## src/rtl/vlan_res_pkg.sv

```systemverilog
package vlan_res_pkg;
  localparam int unsigned VID_W = 12;
  typedef logic [VID_W-1:0] vid_t;
endpackage

```

## src/rtl/vlan_res_store.sv

```systemverilog
module vlan_res_store
  import vlan_res_pkg::*;
#(
  parameter int unsigned N_PORTS   = 4,
  parameter int unsigned N_ENTRIES = 32,
  localparam int unsigned IW = (N_ENTRIES > 1) ? $clog2(N_ENTRIES) : 1
) (
  input  logic                              clk_i,
  input  logic                              rst_ni,
  input  logic                              wr_en_i,
  input  logic [IW-1:0]                     wr_idx_i,
  input  logic                              wr_valid_i,
  input  vid_t                              wr_vid_i,
  input  logic [N_PORTS-1:0]                wr_member_i,
  input  logic [N_PORTS-1:0]                wr_tagged_i,
  output logic [N_ENTRIES-1:0]              ent_valid_o,
  output logic [N_ENTRIES-1:0][VID_W-1:0]   ent_vid_o,
  output logic [N_ENTRIES-1:0][N_PORTS-1:0] ent_member_o,
  output logic [N_ENTRIES-1:0][N_PORTS-1:0] ent_tagged_o
);
  logic [N_ENTRIES-1:0]              valid_q;
  logic [N_ENTRIES-1:0][VID_W-1:0]   vid_q;
  logic [N_ENTRIES-1:0][N_PORTS-1:0] mem_q;
  logic [N_ENTRIES-1:0][N_PORTS-1:0] tag_q;

  always_ff @(posedge clk_i or negedge rst_ni) begin
    if (!rst_ni) begin
      valid_q <= '0;
      vid_q   <= '0;
      mem_q   <= '0;
      tag_q   <= '0;
    end else if (wr_en_i) begin
      for (int i = 0; i < int'(N_ENTRIES); i++) begin
        if (wr_idx_i == IW'(i)) begin
          valid_q[i] <= wr_valid_i;
          // freed entries are zeroed so stale masks never leak
          vid_q[i]   <= wr_valid_i ? wr_vid_i    : '0;
          mem_q[i]   <= wr_valid_i ? wr_member_i : '0;
          tag_q[i]   <= wr_valid_i ? wr_tagged_i : '0;
        end
      end
    end
  end

  assign ent_valid_o  = valid_q;
  assign ent_vid_o    = vid_q;
  assign ent_member_o = mem_q;
  assign ent_tagged_o = tag_q;
endmodule

```

## src/rtl/vlan_res_match.sv

```systemverilog
module vlan_res_match
  import vlan_res_pkg::*;
#(
  parameter int unsigned N_PORTS   = 4,
  parameter int unsigned N_ENTRIES = 32
) (
  input  logic [N_ENTRIES-1:0]              ent_valid_i,
  input  logic [N_ENTRIES-1:0][VID_W-1:0]   ent_vid_i,
  input  logic [N_ENTRIES-1:0][N_PORTS-1:0] ent_member_i,
  input  logic [N_ENTRIES-1:0][N_PORTS-1:0] ent_tagged_i,
  input  vid_t                              vid_i,
  output logic                              hit_o,
  output logic [N_PORTS-1:0]                member_o,
  output logic [N_PORTS-1:0]                tagged_o
);
  logic [N_ENTRIES-1:0] cmp;

  for (genvar g = 0; g < N_ENTRIES; g++) begin : g_cmp
    assign cmp[g] = ent_valid_i[g] && (ent_vid_i[g] == vid_i);
  end

  // lowest matching index wins
  always_comb begin
    hit_o    = 1'b0;
    member_o = '0;
    tagged_o = '0;
    for (int i = 0; i < int'(N_ENTRIES); i++) begin
      if (cmp[i] && !hit_o) begin
        hit_o    = 1'b1;
        member_o = ent_member_i[i];
        tagged_o = ent_tagged_i[i];
      end
    end
  end
endmodule

```

## src/rtl/vlan_res_decide.sv

```systemverilog
module vlan_res_decide #(
  parameter int unsigned N_PORTS = 4,
  localparam int unsigned PW = (N_PORTS > 1) ? $clog2(N_PORTS) : 1
) (
  input  logic               hit_i,
  input  logic [N_PORTS-1:0] member_i,
  input  logic [PW-1:0]      port_i,
  input  logic [N_PORTS-1:0] discard_en_i,
  input  logic [N_PORTS-1:0] verify_en_i,
  input  logic [N_PORTS-1:0] dflt_flood_i,
  output logic               fwd_o,
  output logic [N_PORTS-1:0] flood_o
);
  logic in_range, is_member, disc, ver, drop;

  always_comb begin
    in_range  = (32'(port_i) < N_PORTS);
    is_member = in_range && member_i[port_i];
    disc      = in_range && discard_en_i[port_i];
    ver       = in_range && verify_en_i[port_i];
    drop      = disc && !(hit_i && is_member);
    fwd_o     = !drop;
    if (drop)              flood_o = '0;
    else if (hit_i && ver) flood_o = member_i;
    else                   flood_o = dflt_flood_i;
  end
endmodule

```

## src/rtl/vlan_res_top.sv

```systemverilog
module vlan_res_top
  import vlan_res_pkg::*;
#(
  parameter int unsigned N_PORTS   = 4,
  parameter int unsigned N_ENTRIES = 32,
  localparam int unsigned IW = (N_ENTRIES > 1) ? $clog2(N_ENTRIES) : 1,
  localparam int unsigned PW = (N_PORTS > 1) ? $clog2(N_PORTS) : 1
) (
  input  logic               clk_i,
  input  logic               rst_ni,
  input  logic               wr_en_i,
  input  logic [IW-1:0]      wr_idx_i,
  input  logic               wr_valid_i,
  input  logic [11:0]        wr_vid_i,
  input  logic [N_PORTS-1:0] wr_member_i,
  input  logic [N_PORTS-1:0] wr_tagged_i,
  input  logic [N_PORTS-1:0] discard_en_i,
  input  logic [N_PORTS-1:0] verify_en_i,
  input  logic [N_PORTS-1:0] dflt_flood_i,
  input  logic               lk_req_i,
  input  logic [PW-1:0]      lk_port_i,
  input  logic [11:0]        lk_vid_i,
  output logic               lk_valid_o,
  output logic               lk_hit_o,
  output logic [N_PORTS-1:0] lk_member_o,
  output logic [N_PORTS-1:0] lk_tagged_o,
  output logic               lk_fwd_o,
  output logic [N_PORTS-1:0] lk_flood_o
);
  logic [N_ENTRIES-1:0]              ent_valid;
  logic [N_ENTRIES-1:0][VID_W-1:0]   ent_vid;
  logic [N_ENTRIES-1:0][N_PORTS-1:0] ent_member;
  logic [N_ENTRIES-1:0][N_PORTS-1:0] ent_tagged;

  logic               m_hit, d_fwd;
  logic [N_PORTS-1:0] m_member, m_tagged, d_flood;

  vlan_res_store #(.N_PORTS(N_PORTS), .N_ENTRIES(N_ENTRIES)) u_store (
    .clk_i        (clk_i),
    .rst_ni       (rst_ni),
    .wr_en_i      (wr_en_i),
    .wr_idx_i     (wr_idx_i),
    .wr_valid_i   (wr_valid_i),
    .wr_vid_i     (wr_vid_i),
    .wr_member_i  (wr_member_i),
    .wr_tagged_i  (wr_tagged_i),
    .ent_valid_o  (ent_valid),
    .ent_vid_o    (ent_vid),
    .ent_member_o (ent_member),
    .ent_tagged_o (ent_tagged)
  );

  vlan_res_match #(.N_PORTS(N_PORTS), .N_ENTRIES(N_ENTRIES)) u_match (
    .ent_valid_i  (ent_valid),
    .ent_vid_i    (ent_vid),
    .ent_member_i (ent_member),
    .ent_tagged_i (ent_tagged),
    .vid_i        (lk_vid_i),
    .hit_o        (m_hit),
    .member_o     (m_member),
    .tagged_o     (m_tagged)
  );

  vlan_res_decide #(.N_PORTS(N_PORTS)) u_decide (
    .hit_i        (m_hit),
    .member_i     (m_member),
    .port_i       (lk_port_i),
    .discard_en_i (discard_en_i),
    .verify_en_i  (verify_en_i),
    .dflt_flood_i (dflt_flood_i),
    .fwd_o        (d_fwd),
    .flood_o      (d_flood)
  );

  always_ff @(posedge clk_i or negedge rst_ni) begin
    if (!rst_ni) begin
      lk_valid_o  <= 1'b0;
      lk_hit_o    <= 1'b0;
      lk_member_o <= '0;
      lk_tagged_o <= '0;
      lk_fwd_o    <= 1'b0;
      lk_flood_o  <= '0;
    end else begin
      lk_valid_o <= lk_req_i;
      if (lk_req_i) begin
        lk_hit_o    <= m_hit;
        lk_member_o <= m_member;
        lk_tagged_o <= m_tagged;
        lk_fwd_o    <= d_fwd;
        lk_flood_o  <= d_flood;
      end
    end
  end
endmodule

```

## config.mk

```make
export PLATFORM = sky130hd
export DESIGN_NAME = vlan_res_top
export DESIGN_NICKNAME = d
export VERILOG_FILES = /design/src/rtl/vlan_res_pkg.sv /design/src/rtl/vlan_res_store.sv /design/src/rtl/vlan_res_match.sv /design/src/rtl/vlan_res_decide.sv /design/src/rtl/vlan_res_top.sv
export SDC_FILE = /design/constraint.sdc
export NUM_CORES = 2
export LEC_CHECK = 0
export CORE_MARGIN = 2
export CORE_UTILIZATION = 30
export DETAILED_ROUTE_END_ITERATION = 10
export PLACE_DENSITY_LB_ADDON = 0.15
export REMOVE_ABC_BUFFERS = 1
export SETUP_SLACK_MARGIN = 0.2
export SLEW_MARGIN = 10
export SYNTH_ARGS = -nofsm -noshare
export SYNTH_HDL_FRONTEND = slang
export SYNTH_SLANG_ARGS = --single-unit
```

## constraint.sdc

```tcl
create_clock -name clk_i -period 5 [get_ports clk_i]
set_clock_uncertainty 0.05 [all_clocks]
set_input_delay 0.75 -clock clk_i [delete_from_list [all_inputs] [get_ports clk_i]]
set_output_delay 0.75 -clock clk_i [all_outputs]
set_load 0.03 [all_outputs]
```

==> metrics.txt <==
status completed; ys async rst share 1.00; routed len/inst 21.0 µm; Starting Density 0.302; Die ar. 0.112 mm²; GRT Total Usage 0.192; Total Wirelength 107 mm; final worst-path setup slack 0.479 ns; Setup WS pre-CTS -0.137 ns; leading area contributor after synthesis dfrtp_1; worst hold path class in -> async; Ports 71; Clock Latency Late Sink 0.64 ns; power density cells around 370 mW/mm²; die height 334 µm; vias in the first global route 24630; fin crit share 0.904; sequential area share after synthesis 0.525; reg2reg setup slack between 0.5 and 0.6 ns; Post-synth EDFFs 0; fin util 0.358; CP Class in -> reg; CP Launch Type primary input; hpwl dp ~70 mm; FP Rows ~120; delay-heaviest family, CP compound AO/OA/AOI/OAI gates; count of cells resized by post-cts repair 0; Final Slew Violations 0; grt ovf 0; clk slew on worst S/H paths 0.06 ns; top_reg_cell synth dfrtp_1; unrepaired setup endpoints after global routing false; Pwr Total 0.0146 W; top-count cell post-synth nand2_1; worst r2r path cells 15; Final ANT Viol Nets 0; Buffers on Ports 70; clock sinks 687; Req. time, crit path 5.48 ns; fillers 11018; Detailed Routing Iterations Pass 1 5; Crit path depth 19; share of cells above drive strength 1 0.135; Max-slew headroom 0.238; Starting DRT DRC Count 1489; syn_area_per_cell 9.50 µm²; crit path to lk_flood_o[0]$_DFFE_PN0P_; routed vias ~24000; area share of the largest cell type after synthesis 0.525; CP peak stage delay 0.60 ns; Synth top cells by count 798 x nand2_1, 687 x dfrtp_1, 666 x o21ai_0; Die W 334 µm; first-pass GRT wire length 163 mm; H-Tree Depth 3; setup bufs post-CTS 0; GP Congestion 0.801; Final TNS setup 0 ns; TritonCTS Buffers 81; Hold Buf Count CTS 0; leading post-synthesis cells by cell area dfrtp_1 52%, o21ai_0 10%, xnor2_1 10%; initial antenna violation count 3; Setup violations, final 0; Lkg Pwr roughly 16 nW; CTS Buffer Depth 3; post-synthesis cell type count between 80 and 90; Bufs and invs on worst path 6; Critical Path, Cell by Cell buf_2 -> buf_12 -> buf_4 -> xnor2_1 -> nand4_1 -> nor4_2 -> buf_4 -> nor4b_1 -> buf_4 -> a32o_1 -> or3_1 -> o21ai_1 -> a2111oi_0 -> buf_4 -> or4_1 -> o221ai_1 -> o2bb2ai_1 -> a211o_2 -> o41ai_2; Syn-to-layout area delta 18.7%; Max-Cap Viols 0; pin count of the biggest net entering global routing 99; Reg-to-Reg End lk_flood_o[0]$_DFFE_PN0P_; Reg2Reg Launch Point u_store.ent_vid_o[65]$_DFFE_PN0P_; DRC viols 0; Max VDD drop 0.258 mV; Slowest cell on crit path nor4_2; CP most frequent cell buf_4; Vias/cell ~4.8; Worst EP arrival approximately 5.0 ns; Setup crit start lk_vid_i[11]; worst slew pin tran 1.14 ns; CTS tree yes; core area roughly 0.11 mm²; Achievable Freq 221 MHz; # nets final between 3000 and 4000; Root Driver clkbuf_16; Final Hold Viols 0; Cell Area, Synth 0.0328 mm²; number of synthesized register bits 687; Crit. End Element flip-flop; Tmin final 4.52 ns; CP Max Fanout 8; Mapped Cells about 3500; Synth warnings 0
cells in the final DEF (no fill, tap or decap), types with 46 or more instances in the layout:
master | synthesis | final
nand2_1 | 798 | 785
dfrtp_1 | 687 | 687
o21ai_0 | 666 | 666
xnor2_1 | 375 | 375
buf_4 | 13 | 236
nand4_1 | 87 | 87
clkbuf_16 | 0 | 83
nand3_1 | 67 | 67
clkdlybuf4s50_1 | 0 | 56
nor2_1 | 46 | 46
flip-flops by register name, indices dropped and copies added, names as in the netlist:
name,count
u_store.ent_vid_o,384
u_store.ent_member_o,128
u_store.ent_tagged_o,128
u_store.ent_valid_o,32
lk_flood_o,4
lk_member_o,4
lk_tagged_o,4
lk_fwd_o,1
lk_hit_o,1
lk_valid_o,1
where the power goes:
| part | total, W | switching, W | internal (W) |
|---|---|---|---|
| logic | 0.00175 | 0.000995 | 0.000759 |
| registers | 0.00668 | 0.000432 | 0.00624 |
| clock network | 0.00616 | 0.00243 | 0.00373 |
layout make-up:
| class | count | area [µm²] | share of cell area |
|---|---|---|---|
| sequential | 687 | 17200 | 0.442 |
| clock buffer | 114 | 2350 | 0.0605 |
| antenna | 1 | 2.50 | 0.0000643 |
| tap | 1414 | 1770 | 0.0455 |
| inverter | 31 | 116 | 0.00299 |
| timing repair buffer | 334 | 2990 | 0.0768 |
| multi-input combinational | 2462 | 14100 | 0.363 |
| clock inverter | 26 | 372 | 0.00955 |
layer usage:
| layer | wire [µm] | track usage | vias to the layer above |
|---|---|---|---|
| met1 | 52200 | 0.274 | 11896 |
| li1 | - | - | 12057 |
| met3 | 2860 | 0.0194 | 125 |
| met5 | 0 | 0 | - |
| met2 | 49300 | 0.311 | 333 |
| met4 | 2290 | 0.0504 | 0 |
kinds of logic after synthesis:
kind of cell / Yosys count / share of synthesized area
XOR/XNOR: 385 / 0.103
flip-flops: 687 / 0.525
AO/OA/AOI/OAI: 847 / 0.144
AND/OR/NAND/NOR: 1187 / 0.167
multiplexers: 43 / 0.0152
buffers and inverters: 302 / 0.0462
worst min-delay path by stage:
stage                                         start                              endpoint  slack [ns]  depth (start not counted)
6_report                                     rst_ni                  lk_valid_o$_DFF_PN0_        0.13                          1
5_1_grt                                      rst_ni                  lk_valid_o$_DFF_PN0_        0.17                          1
4_1_cts                                      rst_ni                  lk_valid_o$_DFF_PN0_        0.12                          1
3_5_place_dp   u_store.ent_member_o[48]$_DFFE_PN0P_  u_store.ent_member_o[48]$_DFFE_PN0P_        0.41                          2
3_3_place_gp    u_store.ent_tagged_o[2]$_DFFE_PN0P_   u_store.ent_tagged_o[2]$_DFFE_PN0P_        0.40                          2
2_1_floorplan  u_store.ent_member_o[23]$_DFFE_PN0P_  u_store.ent_member_o[23]$_DFFE_PN0P_        0.39                          2
metrics by stage:
stage	hold WS, ns	cells	cell area (µm²)
floorplan	0.391	3180	31400
global placement	0.404	4928	36200
detailed placement	0.412	4928	36200
CTS	0.119	5068	38900
global route	0.167	5068	38900
finish	0.125	5069	38900
Power figures use the tool's default switching activity.
